### config.mk
export PLATFORM = sky130hd
export DESIGN_NAME = irq_entry_ctrl
export DESIGN_NICKNAME = d
export VERILOG_FILES = /design/src/rtl/irq_entry_pkg.sv /design/src/rtl/irq_prio_pick.sv /design/src/rtl/irq_vec_table.sv /design/src/rtl/irq_nmi_hold.sv /design/src/rtl/irq_entry_ctrl.sv
export SDC_FILE = /design/constraint.sdc
export NUM_CORES = 1
export LEC_CHECK = 0
export CORE_MARGIN = 5
export CORE_UTILIZATION = 40
export DETAILED_ROUTE_END_ITERATION = 8
export HOLD_SLACK_MARGIN = 0.15
export PLACE_DENSITY_LB_ADDON = 0.12
export SLEW_MARGIN = 10
export SYNTH_ARGS = -nofsm -noshare
export SYNTH_HDL_FRONTEND = slang
export SYNTH_HIERARCHICAL = 1
export SYNTH_SLANG_ARGS = --single-unit
### constraint.sdc
create_clock -name clk -period 5.4 [get_ports clk]
set_input_delay 1.08 -clock clk [delete_from_list [all_inputs] [get_ports clk]]
set_output_delay 1.08 -clock clk [all_outputs]
set_load 0.01 [all_outputs]
### src/rtl/irq_entry_pkg.sv
package irq_entry_pkg;
   // status word bit positions
   localparam int PSW_Z   = 0;
   localparam int PSW_S   = 1;
   localparam int PSW_OV  = 2;
   localparam int PSW_CY  = 3;
   localparam int PSW_SAT = 4;
   localparam int PSW_ID  = 5;
   localparam int PSW_EP  = 6;
   localparam int PSW_NP  = 7;

   typedef enum logic [1:0] {
      EV_NONE  = 2'd0,
      EV_RESET = 2'd1,
      EV_NMI   = 2'd2,
      EV_MASK  = 2'd3
   } entry_ev_e;
endpackage

### src/rtl/irq_prio_pick.sv
// Fixed priority: lowest index wins.
module irq_prio_pick #(
   parameter int N = 6,
   localparam int IW = (N > 1) ? $clog2(N) : 1
) (
   input  logic [N-1:0]  req,
   output logic [N-1:0]  gnt,
   output logic [IW-1:0] idx
);
   logic [N:0] seen;
   assign seen[0] = 1'b0;

   for (genvar i = 0; i < N; i++) begin : g_bit
      assign gnt[i]    = req[i] & ~seen[i];
      assign seen[i+1] = seen[i] | req[i];
   end

   always_comb begin
      idx = '0;
      for (int i = N - 1; i >= 0; i--)
         if (req[i]) idx = IW'(i);
   end
endmodule

### src/rtl/irq_vec_table.sv
// Handler vector per maskable source: BASE + STEP*index.
module irq_vec_table #(
   parameter int N    = 6,
   parameter int W    = 32,
   parameter int BASE = 'h80,
   parameter int STEP = 'h10,
   localparam int IW  = (N > 1) ? $clog2(N) : 1
) (
   input  logic [IW-1:0] idx,
   output logic [W-1:0]  vec
);
   logic [W-1:0] tbl [N];

   for (genvar i = 0; i < N; i++) begin : g_ent
      assign tbl[i] = W'(BASE + STEP * i);
   end

   always_comb begin
      vec = '0;
      for (int i = 0; i < N; i++)
         if (idx == IW'(i)) vec = tbl[i];
   end
endmodule

### src/rtl/irq_nmi_hold.sv
// Single held NMI request; extra pulses merge into it.
module irq_nmi_hold (
   input  logic clk,
   input  logic rst_n,
   input  logic clr,
   input  logic nmi_in,
   input  logic take,
   output logic want
);
   logic pend_q;

   assign want = nmi_in | pend_q;

   always_ff @(posedge clk or negedge rst_n) begin
      if (!rst_n)      pend_q <= 1'b0;
      else if (clr)    pend_q <= 1'b0;
      else if (take)   pend_q <= pend_q & nmi_in;
      else if (want)   pend_q <= 1'b1;
   end
endmodule

### src/rtl/irq_entry_ctrl.sv
module irq_entry_ctrl
   import irq_entry_pkg::*;
#(
   parameter int N_IRQ     = 6,
   parameter int PC_W      = 32,
   parameter int PSW_W     = 32,
   parameter int ECR_W     = 32,
   parameter int NMI_VEC   = 'h10,
   parameter int NMI_CODE  = 'h10,
   parameter int VEC_BASE  = 'h80,
   parameter int VEC_STEP  = 'h10,
   parameter int PSW_RST   = 'h20,
   parameter int PSW_WMASK = 'hFF
) (
   input  logic              clk,
   input  logic              rst_n,
   input  logic              rst_req,
   input  logic              nmi_in,
   input  logic [N_IRQ-1:0]  irq_req,
   input  logic [PC_W-1:0]   cur_pc,
   input  logic              psw_we,
   input  logic [PSW_W-1:0]  psw_wdata,
   output logic              redirect,
   output logic [PC_W-1:0]   target,
   output logic [N_IRQ-1:0]  irq_ack,
   output logic [PSW_W-1:0]  psw,
   output logic [PC_W-1:0]   eipc,
   output logic [PSW_W-1:0]  eipsw,
   output logic [PC_W-1:0]   fepc,
   output logic [PSW_W-1:0]  fepsw,
   output logic [ECR_W-1:0]  ecr
);
   localparam int IW   = (N_IRQ > 1) ? $clog2(N_IRQ) : 1;
   localparam int HALF = ECR_W / 2;
   localparam int VMAX = VEC_BASE + VEC_STEP * (N_IRQ - 1);
   localparam logic [HALF-1:0]  NMI_CODE_H = HALF'(NMI_CODE);
   localparam logic [PSW_W-1:0] WMASK      = PSW_W'(PSW_WMASK);

   // elaboration-time parameter checks
   if (N_IRQ < 1) begin : g_bad_n
      $error("N_IRQ must be at least 1");
   end
   if (PSW_W <= PSW_NP) begin : g_bad_psw
      $error("PSW_W too narrow for the flag bits");
   end
   if ((ECR_W % 2) != 0 || HALF < 8) begin : g_bad_ecr
      $error("ECR_W must be even and at least 16");
   end
   if (VMAX >= (1 << HALF)) begin : g_bad_vec
      $error("maskable codes do not fit in half of ECR");
   end

   logic [N_IRQ-1:0] gnt;
   logic [IW-1:0]    gidx;
   logic [PC_W-1:0]  mvec;
   logic             nmi_want, nmi_take, irq_ok;
   entry_ev_e        ev;

   irq_prio_pick #(.N(N_IRQ)) u_pick (
      .req (irq_req),
      .gnt (gnt),
      .idx (gidx)
   );

   irq_vec_table #(.N(N_IRQ), .W(PC_W), .BASE(VEC_BASE), .STEP(VEC_STEP)) u_vec (
      .idx (gidx),
      .vec (mvec)
   );

   irq_nmi_hold u_nmi (
      .clk    (clk),
      .rst_n  (rst_n),
      .clr    (rst_req),
      .nmi_in (nmi_in),
      .take   (nmi_take),
      .want   (nmi_want)
   );

   always_comb begin
      nmi_take = nmi_want & ~psw[PSW_NP] & ~rst_req;
      irq_ok   = ~rst_req & ~nmi_take & ~psw[PSW_NP] & ~psw[PSW_ID];
      irq_ack  = irq_ok ? gnt : '0;
      if (rst_req)       ev = EV_RESET;
      else if (nmi_take) ev = EV_NMI;
      else if (|irq_ack) ev = EV_MASK;
      else               ev = EV_NONE;
   end

   // status word with the common entry edits applied
   logic [PSW_W-1:0] psw_ent;
   always_comb begin
      psw_ent         = psw;
      psw_ent[PSW_ID] = 1'b1;
      psw_ent[PSW_EP] = 1'b0;
   end

   always_ff @(posedge clk or negedge rst_n) begin
      if (!rst_n) begin
         redirect <= 1'b0;
         target   <= '0;
         psw      <= PSW_W'(PSW_RST);
         eipc     <= '0;
         eipsw    <= '0;
         fepc     <= '0;
         fepsw    <= '0;
         ecr      <= '0;
      end else begin
         redirect <= (ev != EV_NONE);
         unique case (ev)
            EV_RESET: begin
               target <= '0;
               psw    <= PSW_W'(PSW_RST);
               ecr    <= '0;
            end
            EV_NMI: begin
               target       <= PC_W'(NMI_VEC);
               fepc         <= cur_pc;
               fepsw        <= psw;
               psw          <= psw_ent;
               psw[PSW_NP]  <= 1'b1;
               ecr          <= {{(ECR_W-HALF){1'b0}}, ecr[HALF-1:0] | NMI_CODE_H};
            end
            EV_MASK: begin
               target <= mvec;
               eipc   <= cur_pc;
               eipsw  <= psw;
               psw    <= psw_ent;
               ecr    <= {ecr[ECR_W-1:HALF], mvec[HALF-1:0]};
            end
            default: begin
               if (psw_we) psw <= psw_wdata & WMASK;
            end
         endcase
      end
   end
endmodule

# Yosys cells after proc, flatten, opt, wreduce, memory -nomap -nowiden
# Cells that the tools add are included.
# word_totals
ff_bits,226
inputBits,75
output_inout_bits,231
word_cells,85
# classes
n_eq_ne,8
mux,23
n_bitwise,27
n_reduce_logical,14
# ops
cell,n
$pmux W32 S3,3
$mux W8,6
$mux W32,1
$mux W3,6
$and A1 B1 Y1,11
$not A1 Y1,11
$reduce_bool A3 Y1,3
$reduce_bool A2 Y1,4
$eq A3 B2 Y1 const B,2
$eq A3 B3 Y1 const B,2
$mux W2,3
$mux W6,1
$reduce_and A2 Y1,3
$reduce_or A6 Y1,1
$or A1 B1 Y1,5
$eq A2 B2 Y1 const B,2
$reduce_bool A4 Y1,1
$eq A3 B1 Y1 const B,1
$logic_not A3 Y1,1
$mux W1,3
$reduce_and A3 Y1,1
$eq A2 B1 Y1 const B,1

# Depth between registers and ports, before layout
# Gate-level depths: netlist (run 1).
# depth
depth_word,15
ltp_mapped,9

# Cells and area by module
# The synthesis (run 1) kept the hierarchy.
# modules_own_cells
module,instances,cells_per_inst,area_each_um2,seq_area_each_um2
irq_entry_ctrl,1,529,5841.9,3404.5
irq_vec_table,1,33,240.2,0.0
irq_prio_pick,1,16,90.1,0.0
irq_nmi_hold,1,6,63.8,25.0

# Worst setup path after synthesis (run 1)
# Ideal clock, no wire load.
# synth_timing
kind,input -> output
start,input irq_req[0]
end,output irq_ack[5]
arrival_ns,1.975
t_required_ns,4.320
slack_ns,2.345
stages,3
path_buffers,0
path_cell_list,or4_1 nor2_1 and2_1
# synth_between
elab_chain_cells,7
# synth_rtl
item,line_no,source
from (decl),irq_entry_ctrl.sv:19,"input logic [N_IRQ-1:0] irq_req,"
$or A1 B1 Y1 (4 in a row),irq_prio_pick.sv:15,assign seen[i+1] = seen[i] | req[i];
$not A1 Y1,irq_prio_pick.sv:14,assign gnt[i] = req[i] & ~seen[i];
$and A1 B1 Y1,irq_prio_pick.sv:14,
named net gnt[5],irq_entry_ctrl.sv:53,logic [N_IRQ-1:0] gnt;
$mux W6,irq_entry_ctrl.sv:82,irq_ack = irq_ok ? gnt : '0;
to (decl),irq_entry_ctrl.sv:25,"output logic [N_IRQ-1:0] irq_ack,"
# The timed path passes the listed nets, and every way through them passes these cells.

# Final worst setup path (run 1)
# Ends and elaborated chain as after synthesis.

==> reports/metrics.csv, run 1 <==
stage,metric,value,unit
run_status,outcome,"finished, final reports clean",
sta,fmax,0.2280,GHz
power_and_ir_drop,Clk pwr share,0.403,
synth,synthesized flop and latch total,137,
power_and_ir_drop,Gate power share,0.207,
worst_setup_path,"Arr. time, crit path",3310,ps
route,vias,4400,
clocking,clock latency on the worst-skew pair,410,ps
synth,synthesis warning total,6,
sta,slew margin rel.,0.4401,
sta,Max Slew Vio Count,0,
power_and_ir_drop,switch share,0.2501,
die,Die Ht,134.9,µm
global_route,first-pass GRT wire length,24.32,mm
clocking,Max Buffers Root-to-Sink,2,
synth,post-synthesis sequential area ratio,0.5500,
worst_setup_path,Setup crit start kind,input port,
global_route,largest net degree at the start of global routing,94,
power_and_ir_drop,pwr/cell area,370.2,mW/mm²
route,via/cell ratio,4.413,
power_and_ir_drop,Peak VDD IR,227.4,µV
synth,number of synthesized flops with an enable pin,0,
place,pre-CTS setup slack,1050,ps
route,routed length per instance,15.53,µm
cells_and_area,"most common cell after layout, fill and taps aside",clkdlybuf4s50_1,
cells_and_area,final instance area,0.008586,mm²
global_route,grt total ovfl,0,
sta,RSZ-0062 raised after global routing,false,
cells_and_area,share of layout cells above drive strength 1,0.1145,
job,Max-Cap Viols,0,
clocking,CTS Sinks,137,
synth,synthesized netlist cell count,584,
clocking,CTS buffer count,17,
synth,synthesized area,0.006236,mm²
clocking,Post-CTS Setup Repair Bufs,0,
route,remaining antenna violation count,0,
clocking,CTS root buf,clkbuf_16,
sta,final setup fails,0,
synth,Synth cell types,40,
worst_setup_path,Worst EP required,4320,ps
place,HPWL after DPL,10.78,mm
clocking,CTS tree,built,
global_route,vias in the first global route,4567,
route,DRC errors left,0,
sta,Worst-Margin Slew,839.8,ps
die,die area,0.01819,mm²
synth,Post-synth ARST share,1.000,
min_path,Worst Hold Class,reg -> reg,
die,core area,0.01526,mm²
die,Cell Rows,45,
die,I/O Pins,306,
sta,Hold Fails Final Rpt,0,
synth,Syn Area/Cell,10.68,µm²
power_and_ir_drop,Flop pwr share,0.390,
route,1st-iter DRT viols,145,
die,Initial Utilization,0.4087,
power_and_ir_drop,Pwr Total,3.179,mW
power_and_ir_drop,leakage,4.083,nW
place,RePlAce Congestion,0.8124,
place,Area after DPL,0.007920,mm²
cells_and_area,Layout Nets,848,
sta,Clock Skews,6.411,ps
place,Port Buf Inserts,193,
sta,fin crit period,4385,ps
clocking,clock slew at reported path FFs,60,ps
power_and_ir_drop,P_int,2.384,mW
cells_and_area,synth-to-layout area growth,37.68,%
sta,crit share post-route,0.8121,
sta,Final WS setup,1015,ps
route,Pre-antenna DRT Iters,4,
worst_setup_path,critical path capture point type,output port,
clocking,cts-stage hold buffer count,0,
route,routed wire length,15.48,mm
synth,ys flop type,dfrtp_1,
global_route,initial antenna violation count,0,
worst_setup_path,critical setup path kind,in -> out,
die,Die Wd,134.9,µm
cells_and_area,most frequent cells in the layout,"192 x clkdlybuf4s50_1, 145 x nand2_1, 136 x dfrtp_1, 116 x conb_1, 39 x mux2_2",
sta,total negative setup slack,0,ps
global_route,Global Route Usage Sum,0.1711,
power_and_ir_drop,Net Sw Power,0.7949,mW
worst_setup_path,worst-path maximum fanout,10,
cells_and_area,Diodes inserted,0,
clocking,cts repair resizes,0,
clocking,H-tree depth,4,
per-stage QoR:
step,hold WS [ps],instances,util
3_5_place_dp,461.4,965,0.5191
2_1_floorplan,513.9,698,-
3_3_place_gp,457.7,965,0.5191
4_1_cts,475.4,997,0.5625
6_report,471.8,997,0.5627
5_1_grt,494.5,997,0.5627
final timing paths:
kind                              startpoint    endpoint  slack, ps  cells after the start
worst max-delay path              irq_req[0]  irq_ack[5]       1010                      5
worst min-delay path                 eipc[1]     eipc[1]        470                      2
worst max register to register  u_nmi/pend_q      ecr[5]       2880                      7
worst min register to register       eipc[1]     eipc[1]        470                      2
max in group asynchronous              rst_n   target[7]       3570                      2
min in group asynchronous              rst_n     eipc[1]        740                      1
power by group through the flow:
stage                     Clock, mW  Combinational (mW)  Sequential (mW)
final                          1.28               0.657             1.24
after global routing           1.36               0.710             1.26
after CTS                      1.32               0.667             1.24
after detailed placement          0               0.663             1.26
after global placement            0               0.657             1.25
after floorplan                   0               0.256             1.32
layout make-up:
cell class,instances,area [µm²]
Sequential cell,137,3430
Timing Repair Buffer,200,1986
Tap cell,211,264.0
Clock inverter,11,192.7
Clock buffer,21,470.5
Inverter,2,7.507
Multi-Input combinational cell,415,2236
Fill cell,1343,6673
Yosys cell counts, types with 4 or more instances:
library cell	number	area (µm²)
clkbuf_1	15	56.30
nand3_1	21	105.1
nand2b_1	4	25.02
nor2b_1	4	25.02
nand3b_1	5	37.54
a21oi_1	6	30.03
nand2_1	145	544.3
buf_2	7	35.03
buf_4	119	893.4
a22o_1	30	262.8
dfrtp_1	136	3403
o21ai_0	6	30.03
mux2_2	39	439.2
and2_1	9	56.30
nor2_1	9	33.78
kinds of logic after synthesis:
kind of cell / after synthesis / share of synthesized area
AND/OR/NAND/NOR: 210 / 0.1505
buffers and inverters: 146 / 0.1633
multiplexers: 41 / 0.07364
other: 2 / 0.001204
flip-flops: 137 / 0.5500
AO/OA/AOI/OAI: 48 / 0.06140
routing by layer:
metal,global-route usage,part of all wire
met1,0.1909,0.38
met2,0.2966,0.50
met3,0.06781,0.094
met4,0.06109,0.018
met5,0,0
worst max-delay path: stages:
cell             delay (ps)
clkdlybuf4s50_1         590
or4_1                   630
nor2_1                  280
and2_1                  190
clkdlybuf4s50_1         540
registers in the layout, summed over array words and instances (netlist names):
name and cells:
psw 8, fepc 32, eipc 32, eipsw 8, fepsw 8, ecr 15
u_nmi/pend_q 1, redirect 1, target 32
No activity file was read; power rests on OpenSTA's default activity.
==> inputs of run 2 (changes only) <==
clock period = 4.15 ns   (was 5.4 ns; I/O delays follow)
==> run 2 against run 1 <==
Compared with the run above: sequential share of layout area is 0.41 points lower; count of clock-buffer cells in the layout is 4 lower; via count hardly changed; wire length is 0.17% higher; critical endpoint unchanged; power is 34% higher.
==> reports/metrics.csv, run 2 (synthesis gave the netlist of run 1 again) <==
stage,metric,value,unit
min_path,Hold Crit Depth,2,
route,routed length per instance,15.50,µm
clocking,CTS Sinks,137,
cells_and_area,synth-to-layout area growth,39.11,%
die,Initial Utilization,0.4087,
place,Area after DPL,0.007975,mm²
worst_setup_path,critical setup path kind,in -> out,
die,Die Ht,134.9,µm
sta,slew margin rel.,0.4475,
global_route,grt total ovfl,0,
route,1st-iter DRT viols,133,
global_route,initial antenna violation count,0,
sta,final setup fails,0,
cells_and_area,share of layout cells above drive strength 1,0.1203,
min_path,Hold Path Origin,eipc[2],
clocking,cts repair resizes,0,
cells_and_area,Layout Nets,852,
cells_and_area,"most common cell after layout, fill and taps aside",clkdlybuf4s50_1,
power_and_ir_drop,P_int,3.184,mW
global_route,largest net degree at the start of global routing,91,
min_path,Worst Hold Class,reg -> reg,
route,DRC errors left,0,
route,routed wire length,15.51,mm
sta,Clock Skews,4.975,ps
run_status,outcome,"finished, final reports clean",
die,Cell Rows,45,
worst_setup_path,Setup crit start kind,input port,
worst_setup_path,Worst EP required,3320,ps
global_route,Global Route Usage Sum,0.1707,
sta,Hold Fails Final Rpt,0,
worst_setup_path,worst r2r dst,psw[3],
cells_and_area,Regs by FF count,"eipc: 32 flops, fepc: 32 flops, target: 32 flops",
route,Pre-antenna DRT Iters,4,
place,Port Buf Inserts,193,
cells_and_area,filler cell count in the final layout,1351,
clocking,CTS buffer count,17,
die,I/O Pins,306,
power_and_ir_drop,leakage,4.131,nW
sta,crit share post-route,0.9014,
worst_setup_path,RR Startpoint,u_nmi/pend_q,
cells_and_area,final instance area,0.008675,mm²
clocking,H-tree depth,4,
clocking,Max Buffers Root-to-Sink,2,
power_and_ir_drop,Clk pwr share,0.419,
die,core area,0.01526,mm²
sta,fmax,0.2673,GHz
clocking,Post-CTS Setup Repair Bufs,0,
power_and_ir_drop,Net Sw Power,1.067,mW
cells_and_area,Post-Route Utilization,0.5685,
worst_setup_path,slack of the worst reg-to-reg path,2220,ps
power_and_ir_drop,Peak VDD IR,261.4,µV
place,RePlAce Congestion,0.8459,
die,Die Wd,134.9,µm
route,remaining antenna violation count,0,
power_and_ir_drop,switch share,0.2510,
power_and_ir_drop,pwr/cell area,490.0,mW/mm²
cells_and_area,most frequent cells in the layout,"192 x clkdlybuf4s50_1, 145 x nand2_1, 136 x dfrtp_1, 116 x conb_1, 39 x mux2_2",
clocking,cts-stage hold buffer count,0,
global_route,first-pass GRT wire length,24.23,mm
job,Max-Cap Viols,0,
cells_and_area,Diodes inserted,0,
sta,Max Slew Vio Count,0,
global_route,vias in the first global route,4416,
power_and_ir_drop,Gate power share,0.203,
worst_setup_path,critical path capture point type,output port,
route,via/cell ratio,4.399,
clocking,CTS tree,built,
worst_setup_path,worst-path maximum fanout,7,
clocking,clock latency on the worst-skew pair,410,ps
worst_setup_path,"Arr. time, crit path",2910,ps
place,HPWL after DPL,10.70,mm
clocking,CTS root buf,clkbuf_16,
worst_setup_path,r2r worst-path depth,7,
sta,total negative setup slack,0,ps
clocking,clock slew at reported path FFs,60,ps
route,vias,4403,
min_path,Worst Hold Path EP,eipc[2],
sta,RSZ-0062 raised after global routing,false,
sta,fin crit period,3741,ps
die,die area,0.01819,mm²
sta,Worst-Margin Slew,828.8,ps
power_and_ir_drop,Flop pwr share,0.379,
==> run 2: cell count changes in the layout (fill, tap and decap cells not counted), sizes merged <==
cell,delta
clkinvlp,-1
buf,+4
clkinv,+1
bufinv,+2
clkbuf,-4
inv,+2
==> run 2: cell type report <==
class                   instances  area, µm²  share of cell area
repair buffers                204       2041              0.2353
multi-input cells             415       2236              0.2578
clock inverters                15      271.5             0.03130
flip-flops and latches        137       3430              0.3954
inverters                       2      7.507           0.0008654
well taps                     211      264.0             0.03043
clock buffers                  17      425.4             0.04904
==> run 2: worst max path at each step <==
stage,from,to,slack (ps),cells past startpoint
after floorplan,irq_req[0],irq_ack[5],1590,3
after global placement,irq_req[1],irq_ack[5],450,5
after detailed placement,irq_req[1],irq_ack[5],420,5
after CTS,irq_req[1],irq_ack[5],420,5
after global routing,irq_req[1],irq_ack[5],340,5
final,irq_req[1],irq_ack[5],410,5
==> run 2: worst max-delay path: stages <==
cell	delay (ps)
clkdlybuf4s50_1	520
or4_1	580
nor2_1	260
and2_1	180
clkdlybuf4s50_1	540
==> run 2: power by group through the flow <==
stage	combinational [mW]	clock [mW]	sequential, mW
after global placement	0.861	0	1.63
after floorplan	0.333	0	1.72
final	0.861	1.78	1.61
after detailed placement	0.870	0	1.63
after CTS	0.874	1.82	1.61
after global routing	0.928	1.87	1.64
==> run 2: per-layer routing <==
metal	wire length (µm)	share of wire	global-route usage
met4	240	0.015	0.05713
met5	0	0	0
met3	1516	0.098	0.07004
met2	7803	0.50	0.2879
met1	5950	0.38	0.1972
==> run 2: through the flow <==
stage / cells / hold slack, ps / power [mW] / setup slack (ps)
floorplan: 698 / 513.9 / 2.051 / 1595
global placement: 969 / 456.1 / 2.489 / 453.5
detailed placement: 969 / 460.8 / 2.505 / 424.7
CTS: 1001 / 475.6 / 4.307 / 423.7
global route: 1001 / 496.1 / 4.436 / 342.5
finish: 1001 / 470.9 / 4.251 / 409.0
==> inputs of run 3 (changes only) <==
ABC_AREA = 1   (was not set)
CORE_MARGIN = not set   (was 5)
==> run 3 against run 2 <==
Compared with the run above: synthesized cell count up 26%; global-route usage up 2.0 points; clock skew up 1.3 ps; maximum frequency up 9.4%; critical path type unchanged; synthesized area up 1.9%; die area down 9.8%; power down 1.6%.
==> reports/metrics.csv, run 3 <==
stage,metric,value,unit
run_status,outcome,"finished, final reports clean",
sta,Final WS setup,729.2,ps
worst_setup_path,CP startpoint,rst_req,
worst_setup_path,worst r2r dst,eipc[5],
job,Max-Cap Viols,0,
global_route,vias in the first global route,4517,
clocking,cts repair resizes,0,
cells_and_area,Layout Cells excl Fill,1144,
synth,synth top area cells,"dfrtp_1 54%, nand2_1 17%, buf_4 14%",
route,vias,4819,
place,dpl cells,1113,
cells_and_area,most frequent cells in the layout,"284 x nand2_1, 192 x clkdlybuf4s50_1, 136 x dfrtp_1, 116 x conb_1",
sta,fin crit period,3421,ps
synth,Synth top cells by count,"284 x nand2_1, 136 x dfrtp_1, 122 x buf_4",
clocking,CTS buffer count,17,
power_and_ir_drop,Peak VDD IR,281.9,µV
die,Die Wd,128.1,µm
route,Pre-antenna DRT Iters,4,
sta,Worst-Margin Slew,1028,ps
worst_setup_path,worst-path maximum fanout,19,
place,Area after DPL,0.008008,mm²
route,routed length per instance,13.17,µm
global_route,initial antenna violation count,0,
worst_setup_path,critical path capture point type,output port,
sta,Hold WS,470.3,ps
place,RePlAce Congestion,0.8075,
clocking,clock latency on the worst-skew pair,410,ps
cells_and_area,Post-Route Utilization,0.5591,
route,1st-iter DRT viols,206,
synth,Syn Area/Cell,8.671,µm²
clocking,H-tree depth,4,
die,Initial Utilization,0.4135,
route,remaining antenna violation count,0,
route,routed wire length,15.07,mm
synth,ys flop type,dfrtp_1,
route,via/cell ratio,4.212,
worst_setup_path,Worst EP required,3320,ps
worst_setup_path,RR Startpoint,u_nmi/pend_q,
sta,Max Slew Vio Count,0,
synth,synthesized area,0.006356,mm²
die,Die Ht,128.1,µm
worst_setup_path,"Arr. time, crit path",2590,ps
global_route,largest net degree at the start of global routing,113,
die,I/O Pins,306,
cells_and_area,Layout Nets,996,
clocking,CTS root buf,clkbuf_16,
clocking,CTS Sinks,137,
power_and_ir_drop,leakage,4.307,nW
sta,RSZ-0062 raised after global routing,false,
synth,synthesized flop and latch total,137,
die,die area,0.01640,mm²
synth,Post-synth ARST share,1.000,
min_path,Worst Hold Class,reg -> reg,
global_route,first-pass GRT wire length,23.81,mm
sta,total negative setup slack,0,ps
synth,post-synthesis sequential area ratio,0.5396,
power_and_ir_drop,pwr/cell area,486.9,mW/mm²
route,DRC errors left,0,
die,core area,0.01537,mm²
die,Cell Rows,45,
synth,leading area contributor after synthesis,dfrtp_1,
clocking,CTS tree,built,
global_route,grt total ovfl,0,
cells_and_area,share of layout cells above drive strength 1,0.05466,
cells_and_area,"most common cell after layout, fill and taps aside",nand2_1,
synth,"count leader, synth",nand2_1,
synth,synthesis warning total,6,
power_and_ir_drop,Pwr Total,4.185,mW
worst_setup_path,critical setup path kind,in -> out,
sta,Clock Skews,6.261,ps
global_route,Global Route Usage Sum,0.1906,
clocking,clock slew at reported path FFs,60,ps
worst_setup_path,r2r worst-path depth,9,
cells_and_area,filler cell count in the final layout,1392,
sta,Hold Fails Final Rpt,0,
place,Port Buf Inserts,193,
cells_and_area,final instance area,0.008594,mm²
cells_and_area,Diodes inserted,0,
synth,share of the synthesized area in the top cell type,0.5354,
sta,fmax,0.2923,GHz
place,pre-CTS setup slack,731.9,ps
sta,crit share post-route,0.8243,
clocking,Post-CTS Setup Repair Bufs,0,
cells_and_area,register area,0.003430,mm²
cells_and_area,synth-to-layout area growth,35.22,%
synth,Synth cell types,31,
clocking,Max Buffers Root-to-Sink,2,
synth,number of synthesized flops with an enable pin,0,
cells_and_area,Regs by FF count,"eipc: 32 flops, fepc: 32 flops, target: 32 flops",
worst_setup_path,slack of the worst reg-to-reg path,1900,ps
worst_setup_path,critical path endpoint,irq_ack[3],
clocking,cts-stage hold buffer count,0,
cells_and_area,Multi-input gate area,0.002125,mm²
place,HPWL after DPL,10.10,mm
sta,final setup fails,0,
synth,synthesized netlist cell count,733,
worst_setup_path,Setup crit start kind,input port,
sta,slew margin rel.,0.3147,
[run 3: area by class of cell]
cell class	instances	share of cell area
repair buffers	200	0.2325
inverters	51	0.02227
flip-flops and latches	137	0.3990
clock buffers	22	0.05401
multi-input cells	514	0.2472
well taps	211	0.03072
clock inverters	9	0.01427
[run 3: layer usage]
layer  track usage  wire length, µm  part of all wire
met2        0.2944             6932              0.46
met1        0.2478             6655              0.44
met4       0.08097              355             0.024
met5             0                0                 0
met3       0.05927             1125             0.075
[run 3: where the power goes]
group          total, mW  switching, mW  internal (mW)
logic              0.995          0.472          0.523
clock network       1.51          0.542          0.968
registers           1.68          0.119           1.56
total               4.18           1.13           3.05
[run 3: worst max-delay path: stages]
cell	delay (ps)
clkdlybuf4s50_1	460
inv_2	330
nand3_2	250
nor2_1	160
clkdlybuf4s50_1	550
[run 3: how the worst min path moves through the flow]
stage | slack, ps | to | from | depth (start not counted)
6_report | 470 | target[25] | target[25] | 2
5_1_grt | 490 | target[25] | target[25] | 2
4_1_cts | 470 | target[25] | target[25] | 2
3_5_place_dp | 450 | fepsw[7] | fepsw[7] | 2
3_3_place_gp | 450 | target[23] | target[23] | 2
2_1_floorplan | 500 | u_nmi/pend_q | u_nmi/pend_q | 2
[run 3: cell families after synthesis]
kind of cell | Yosys count | synth area share
multiplexers | 1 | 0.001575
flip-flops | 137 | 0.5396
buffers and inverters | 196 | 0.1951
other | 2 | 0.001182
AO/OA/AOI/OAI | 59 | 0.04902
AND/OR/NAND/NOR | 338 | 0.2136
